[src/rtl/sclk_pkg.sv]
package sclk_pkg;
    localparam int ADDR_W    = 3;
    localparam int NUM_DIV   = 4;
    localparam int MODE_ADDR = 4;

    typedef enum logic [1:0] {
        PH_LOAD = 2'd0,
        PH_RUN  = 2'd1,
        PH_SAT  = 2'd2
    } ph_state_t;
endpackage

[src/rtl/sclk_regs.sv]
module sclk_regs
    import sclk_pkg::*;
#(
    parameter int DIV_W = 8
) (
    input  logic                             clk,
    input  logic                             rst_n,
    input  logic                             wr_en,
    input  logic [ADDR_W-1:0]                wr_addr,
    input  logic [DIV_W-1:0]                 wr_data,
    output logic [NUM_DIV-1:0][DIV_W-1:0]    div_q,
    output logic                             mode_q,
    output logic                             load
);
    localparam logic [ADDR_W-1:0] MODE_A = ADDR_W'(MODE_ADDR);

    assign load = wr_en && (wr_addr <= MODE_A);

    for (genvar g = 0; g < NUM_DIV; g++) begin : g_div
        always_ff @(posedge clk or negedge rst_n) begin
            if (!rst_n)
                div_q[g] <= '0;
            else if (wr_en && wr_addr == ADDR_W'(g))
                div_q[g] <= wr_data;
        end
    end

    always_ff @(posedge clk or negedge rst_n) begin
        if (!rst_n)
            mode_q <= 1'b0;
        else if (wr_en && wr_addr == MODE_A)
            mode_q <= wr_data[0];
    end

    AST_IGNORED_ADDR: assert property (@(posedge clk) disable iff (!rst_n)
        (wr_en && wr_addr > MODE_A) |=> ($stable(div_q) && $stable(mode_q)));
endmodule

[src/rtl/sclk_ratio.sv]
module sclk_ratio
    import sclk_pkg::*;
#(
    parameter int DIV_W      = 8,
    parameter int NUM_W      = 23,
    parameter int DEN_W      = 36,
    parameter int BASE_DIV   = 5120,
    parameter int FRAC_NUM   = 16,
    parameter int FRAC_DEN   = 25,
    parameter int MCLK_HZ    = 18432000,
    parameter int MIN_UPD_HZ = 144000
) (
    input  logic [NUM_DIV-1:0][DIV_W-1:0] div_q,
    input  logic                          mode_q,
    output logic [NUM_W-1:0]              num,
    output logic [DEN_W-1:0]              den,
    output logic                          rate_low
);
    localparam int EW = DIV_W + 1;

    logic [EW-1:0] m1e, n1e, m2e, n2e;
    logic          byp2, mode_eff;
    logic [63:0]   upd_need;

    always_comb begin
        m1e      = EW'(div_q[0]) + EW'(1);
        n1e      = EW'(div_q[1]) + EW'(1);
        m2e      = EW'(div_q[2]) + EW'(1);
        n2e      = EW'(div_q[3]) + EW'(1);
        byp2     = (div_q[2] == '0) && (div_q[3] == '0);
        mode_eff = mode_q && !byp2;
        num = NUM_W'(m1e) * NUM_W'(m2e)
            * (mode_eff ? NUM_W'(FRAC_NUM) : NUM_W'(1));
        den = DEN_W'(n1e) * DEN_W'(n2e) * DEN_W'(BASE_DIV)
            * (mode_eff ? DEN_W'(FRAC_DEN) : DEN_W'(1));
        upd_need = 64'(n1e) * 64'(MIN_UPD_HZ);
        rate_low = upd_need > 64'(MCLK_HZ);
    end
endmodule

[src/rtl/sclk_phase.sv]
module sclk_phase
    import sclk_pkg::*;
#(
    parameter int NUM_W = 23,
    parameter int DEN_W = 36
) (
    input  logic             clk,
    input  logic             rst_n,
    input  logic             load,
    input  logic [NUM_W-1:0] num,
    input  logic [DEN_W-1:0] den,
    output logic             smp_stb
);
    localparam int ACC_W = DEN_W + 1;

    ph_state_t        state_q, state_d;
    logic [DEN_W-1:0] acc_q;
    logic [ACC_W-1:0] sum;
    logic             wrap, sat;

    always_comb begin
        sum  = ACC_W'(acc_q) + ACC_W'(num);
        wrap = sum >= ACC_W'(den);
        sat  = ACC_W'(num) >= ACC_W'(den);
        if (load) begin
            state_d = PH_LOAD;
        end else begin
            unique case (state_q)
                PH_LOAD: state_d = sat ? PH_SAT : PH_RUN;
                PH_RUN:  state_d = PH_RUN;
                PH_SAT:  state_d = PH_SAT;
                default: state_d = PH_LOAD;
            endcase
        end
    end

    always_ff @(posedge clk or negedge rst_n) begin
        if (!rst_n) state_q <= PH_LOAD;
        else        state_q <= state_d;
    end

    always_ff @(posedge clk or negedge rst_n) begin
        if (!rst_n) begin
            acc_q   <= '0;
            smp_stb <= 1'b0;
        end else if (load) begin
            acc_q   <= '0;
            smp_stb <= 1'b0;
        end else begin
            unique case (state_q)
                PH_RUN: begin
                    if (wrap) begin
                        acc_q   <= DEN_W'(sum - ACC_W'(den));
                        smp_stb <= 1'b1;
                    end else begin
                        acc_q   <= DEN_W'(sum);
                        smp_stb <= 1'b0;
                    end
                end
                PH_SAT: begin
                    acc_q   <= '0;
                    smp_stb <= 1'b1;
                end
                default: begin
                    acc_q   <= '0;
                    smp_stb <= 1'b0;
                end
            endcase
        end
    end

    AST_WR_CLEARS: assert property (@(posedge clk) disable iff (!rst_n)
        load |=> (!smp_stb && acc_q == '0));
    AST_LOAD_QUIET: assert property (@(posedge clk) disable iff (!rst_n)
        (state_q == PH_LOAD) |-> !smp_stb);
    AST_SAT_STROBE: assert property (@(posedge clk) disable iff (!rst_n)
        (state_q == PH_SAT && !load) |=> smp_stb);
    AST_ACC_BELOW_DEN: assert property (@(posedge clk) disable iff (!rst_n)
        (state_q == PH_RUN) |-> (acc_q < den));
endmodule

[src/rtl/sample_clk_div.sv]
module sample_clk_div
    import sclk_pkg::*;
#(
    parameter int DIV_W      = 8,
    parameter int BASE_DIV   = 5120,
    parameter int FRAC_NUM   = 16,
    parameter int FRAC_DEN   = 25,
    parameter int MCLK_HZ    = 18432000,
    parameter int MIN_UPD_HZ = 144000
) (
    input  logic              clk,
    input  logic              rst_n,
    input  logic              wr_en,
    input  logic [2:0]        wr_addr,
    input  logic [DIV_W-1:0]  wr_data,
    output logic              smp_stb,
    output logic              rate_low
);
    localparam int EW    = DIV_W + 1;
    localparam int NUM_W = 2 * EW + $clog2(FRAC_NUM + 1);
    localparam int DEN_W = 2 * EW + $clog2(BASE_DIV + 1) + $clog2(FRAC_DEN + 1);

    logic [NUM_DIV-1:0][DIV_W-1:0] div_q;
    logic                          mode_q;
    logic                          load;
    logic [NUM_W-1:0]              num;
    logic [DEN_W-1:0]              den;

    sclk_regs #(.DIV_W(DIV_W)) u_regs (
        .clk     (clk),
        .rst_n   (rst_n),
        .wr_en   (wr_en),
        .wr_addr (wr_addr),
        .wr_data (wr_data),
        .div_q   (div_q),
        .mode_q  (mode_q),
        .load    (load)
    );

    sclk_ratio #(
        .DIV_W      (DIV_W),
        .NUM_W      (NUM_W),
        .DEN_W      (DEN_W),
        .BASE_DIV   (BASE_DIV),
        .FRAC_NUM   (FRAC_NUM),
        .FRAC_DEN   (FRAC_DEN),
        .MCLK_HZ    (MCLK_HZ),
        .MIN_UPD_HZ (MIN_UPD_HZ)
    ) u_ratio (
        .div_q    (div_q),
        .mode_q   (mode_q),
        .num      (num),
        .den      (den),
        .rate_low (rate_low)
    );

    sclk_phase #(.NUM_W(NUM_W), .DEN_W(DEN_W)) u_phase (
        .clk     (clk),
        .rst_n   (rst_n),
        .load    (load),
        .num     (num),
        .den     (den),
        .smp_stb (smp_stb)
    );
endmodule

[config.mk]
export PLATFORM = sky130hd
export DESIGN_NAME = sample_clk_div
export DESIGN_NICKNAME = d
export VERILOG_FILES = /design/src/rtl/sclk_pkg.sv /design/src/rtl/sclk_regs.sv /design/src/rtl/sclk_ratio.sv /design/src/rtl/sclk_phase.sv /design/src/rtl/sample_clk_div.sv
export SDC_FILE = /design/constraint.sdc
export NUM_CORES = 1
export LEC_CHECK = 0
export ABC_AREA = 1
export ABC_CLOCK_PERIOD_IN_PS = 10280
export BUFFER_PORTS_ARGS = -buffer_cell sky130_fd_sc_hd__buf_4
export CAP_MARGIN = 0
export CORE_MARGIN = 2
export CORE_UTILIZATION = 35
export CTS_CLUSTER_DIAMETER = 40
export CTS_CLUSTER_SIZE = 40
export DETAILED_ROUTE_END_ITERATION = 12
export PLACE_DENSITY_LB_ADDON = 0.2
export SKIP_LAST_GASP = 1
export SLEW_MARGIN = 20
export SYNTH_ARGS = -nofsm -noshare
export SYNTH_HDL_FRONTEND = slang
export SYNTH_HIERARCHICAL = 1
export SYNTH_SLANG_ARGS = --single-unit
[constraint.sdc]
create_clock -name clk -period 10.28 [get_ports clk]
set_input_delay 1.542 -clock clk [delete_from_list [all_inputs] [get_ports clk]]
set_output_delay 1.542 -clock clk [all_outputs]
set_load 0.02 [all_outputs]
==> results.json <==
{
  "finalHoldWorstSlack_ns": 0.4745,
  "synth-main-ff-cell": "dfrtp_1",
  "worst-endpoint-required_ns": 10.51,
  "first_pass_drt_iterations": 7,
  "wl_mm": 61.04,
  "cp_top_family": "adder cells",
  "final_nets": 3984,
  "met3WireLength_mm": 1.807,
  "first_pass_grt_wire_length_mm": 99.80,
  "drt_drc_violations_left": 0,
  "place_congestion": 0.8919,
  "worst_r2r_endpoint": "u_phase/acc_q[6]$_DFF_PN0_",
  "synthAdderAreaFrac": 0.3261,
  "final.fill_count": 6169,
  "hold_buffers": 0,
  "core_area_um2": 57810,
  "io_pins": 16,
  "cts.htree.levels": 3,
  "flop2flop_setup_slack_ns": 0.25,
  "yosys.cell_types.count": 57,
  "post_synth_mux_area_share": 0,
  "vias_per_cell": 4.712,
  "grt_util_all_layers": 0.2034,
  "post_synth_instance_area_um2": 20470,
  "antenna-diode-count": 0,
  "critPathBufInv": 13,
  "buffer_ports.inserted": 15,
  "vias_in_the_first_global_route": 19850,
  "fin_util": 0.4413,
  "drive_above_1_share": 0.1948,
  "min-delay-path-class": "reg2reg",
  "syn_inst": 3213,
  "outcome": "finished, final reports clean",
  "unrepaired_setup_endpoints_after_global_routing": "yes",
  "clkLatencyLatePin_ns": 0.34,
  "critPathLaunchType": "register",
  "routed_wire_length_per_instance_um": 14.24,
  "critical_path.endpoint": "u_phase/acc_q[6]$_DFF_PN0_",
  "finalWorstPathRequiredPeriod_ns": 10.03,
  "yosys_warnings": 6,
  "layout_common_cells": "nand2_1, inv_1, nor2_1",
  "vias": 20200,
  "worst_ep_arrival_time_ns": 10.26,
  "complex_gate_fraction_of_the_synthesized_area": 0.06969,
  "critical_path_cell_count": 57,
  "critical_path.slowest_cell": "fa_1",
  "crit_path_frequent_cell": "ha_4",
  "grt_start_max_net_pins": 68,
  "route.layer.met1.wl_mm": 30.03,
  "synth.yosys.seq_area_share": 0.08802,
  "post_synth_xor_area_fraction": 0.05129,
  "met2_wirelength_mm": 28.01,
  "core.rowCount": 88,
  "worst_clock_skew_ns": 0.01308,
  "die-width_um": 245.8,
  "worst_setup_path_startpoint": "u_regs/div_q[25]$_DFFE_PN0P_",
  "hold_viol_final": 0,
  "relative_slew_margins": 0.2357,
  "numCtsBuffers": 9,
  "grt_antenna_before_repair": 0,
  "initial_utilization": 0.3541,
  "timing_max_transition_violations_final": 0,
  "gr-total-overflow": 0,
  "top_layer_used": "met4",
  "root_buffer": "clkbuf_16",
  "setup.worst_path.end_class": "register",
  "final_common_cell": "nand2_1",
  "timing.max_cap.violations": 0,
  "path_depth_of_the_worst_reg2reg_path": 57,
  "die_area_um2": 60430,
  "antenna_violating_nets_post_route": 0,
  "worstSetupPathType": "reg2reg",
  "post-dp-hpwl_mm": 52.03,
  "worst-path-max-fanout": 16,
  "cts_clock_pin_slew_for_the_worst_setup_and_hold_paths_ns": 0.07,
  "tightest_slew_ns": 1.139,
  "layout_overhead_on_the_synthesized_area_pct": 24.63,
  "main_combinational_cell_family_by_area_after_synthesis": "simple AND/OR/NAND/NOR gates",
  "dieHeight_um": 245.8,
  "setup_violations": 0,
  "syn-mean-instance-area_um2": 6.370,
  "asyncSetResetFlopFracSynth": 1.000,
  "tritoncts_num_sinks": 72,
  "cpPeakStageDelay_ns": 0.52,
  "final.period_utilization": 0.9754,
  "max_freq_mhz": 99.73,
  "reg2reg_start": "u_regs/div_q[25]$_DFFE_PN0P_",
  "dr.first_iter.drc_count": 978,
  "post_synth_edffs": 0,
  "cts_tree": "yes",
  "synth_seq_cells": 72,
  "cts_buffer_depth": 2,
  "basic_gate_share_of_the_synthesized_area_counting_and_or_nand_and_nor_cells": 0.3366
}
[registers in the layout, summed over array words and instances (netlist names)]
signal           count
u_phase/acc_q       36
u_regs/div_q        32
u_phase/state_q      2
u_phase/smp_stb      1
u_regs/mode_q        1
[area by class of cell]
type                    count  area (um2)  area share
clock inverters             5       56.30    0.002207
clock buffers              11       242.7    0.009515
inverters                 641        2416     0.09471
flip-flops and latches     72        1803     0.07068
multi-input cells        2489       17630      0.6910
well taps                 765       957.2     0.03752
repair buffers            304        2406     0.09432
[synthesized netlist by cell type, types with 10 or more instances]
master    count  area share
nand3b_1     15      0.0055
nor2_2       28      0.0086
nand3_1     163       0.040
o21bai_1     17      0.0062
a31oi_1      14      0.0043
nor3_1       32      0.0078
inv_2        19      0.0035
xnor2_1      38       0.016
nand2_1     944        0.17
xor2_1       75       0.032
a21o_1       10      0.0037
inv_1       621        0.11
dfrtp_1      72       0.088
a21oi_1     130       0.032
o21ai_0      59       0.014
nor2_1      373       0.068
ha_1        319        0.19
fa_1        134        0.13
buf_4        13      0.0048
nand2_2      22      0.0067
nand4_1      38       0.012
[cells by family after synthesis]
logic type,count (synthesis)
AO/OA/AOI/OAI,251
XOR/XNOR,116
other,1
flip-flops,72
adder cells (fa/ha/maj),453
AND/OR/NAND/NOR,1648
buffers and inverters,672
[worst min path at each step]
stage,end,startpoint,slack [ns],cells past startpoint
2_1_floorplan,u_regs/div_q[15]$_DFFE_PN0P_,u_regs/div_q[15]$_DFFE_PN0P_,0.44,2
3_3_place_gp,u_regs/div_q[23]$_DFFE_PN0P_,u_regs/div_q[23]$_DFFE_PN0P_,0.46,2
3_5_place_dp,u_regs/div_q[7]$_DFFE_PN0P_,u_regs/div_q[7]$_DFFE_PN0P_,0.47,2
4_1_cts,u_regs/div_q[7]$_DFFE_PN0P_,u_regs/div_q[7]$_DFFE_PN0P_,0.48,2
5_1_grt,u_regs/div_q[30]$_DFFE_PN0P_,u_regs/div_q[30]$_DFFE_PN0P_,0.51,2
6_report,u_regs/div_q[7]$_DFFE_PN0P_,u_regs/div_q[7]$_DFFE_PN0P_,0.47,2
[metal layers]
| metal | vias up | track usage |
|---|---|---|
| li1 | 10500 | - |
| met1 | 9384 | 0.2883 |
| met2 | 269 | 0.3354 |
| met3 | 53 | 0.01855 |
| met4 | 0 | 0.04064 |
| met5 | - | 0 |
[tightest hold or removal path, stage by stage, from the launching register on]
cell and delay (ns):
dfrtp_1 0.34, nand2_1 0.05, nand2_1 0.05
[through the flow]
stage	area, um2	worst slack, ns	setup TNS (ns)	instances
2_1_floorplan	20540	0.4525	0	3232
3_3_place_gp	23270	-0.8496	-29.41	4230
3_5_place_dp	23270	-0.7982	-26.68	4230
4_1_cts	24050	-0.001120	-0.001120	4261
5_1_grt	25510	-0.3074	-10.09	4287
6_report	25510	0.2528	0	4287
[what timing repair did]
item                                    CTS  global route
endpoints found under the setup margin   37            39
pin swaps                                42           141
cloned                                    1             4
buffers inserted                         14            23
gates resized for setup                  70           278
Power is not shown: default switching activity piles up to over one toggle a cycle in this logic, so the estimate is an artifact.
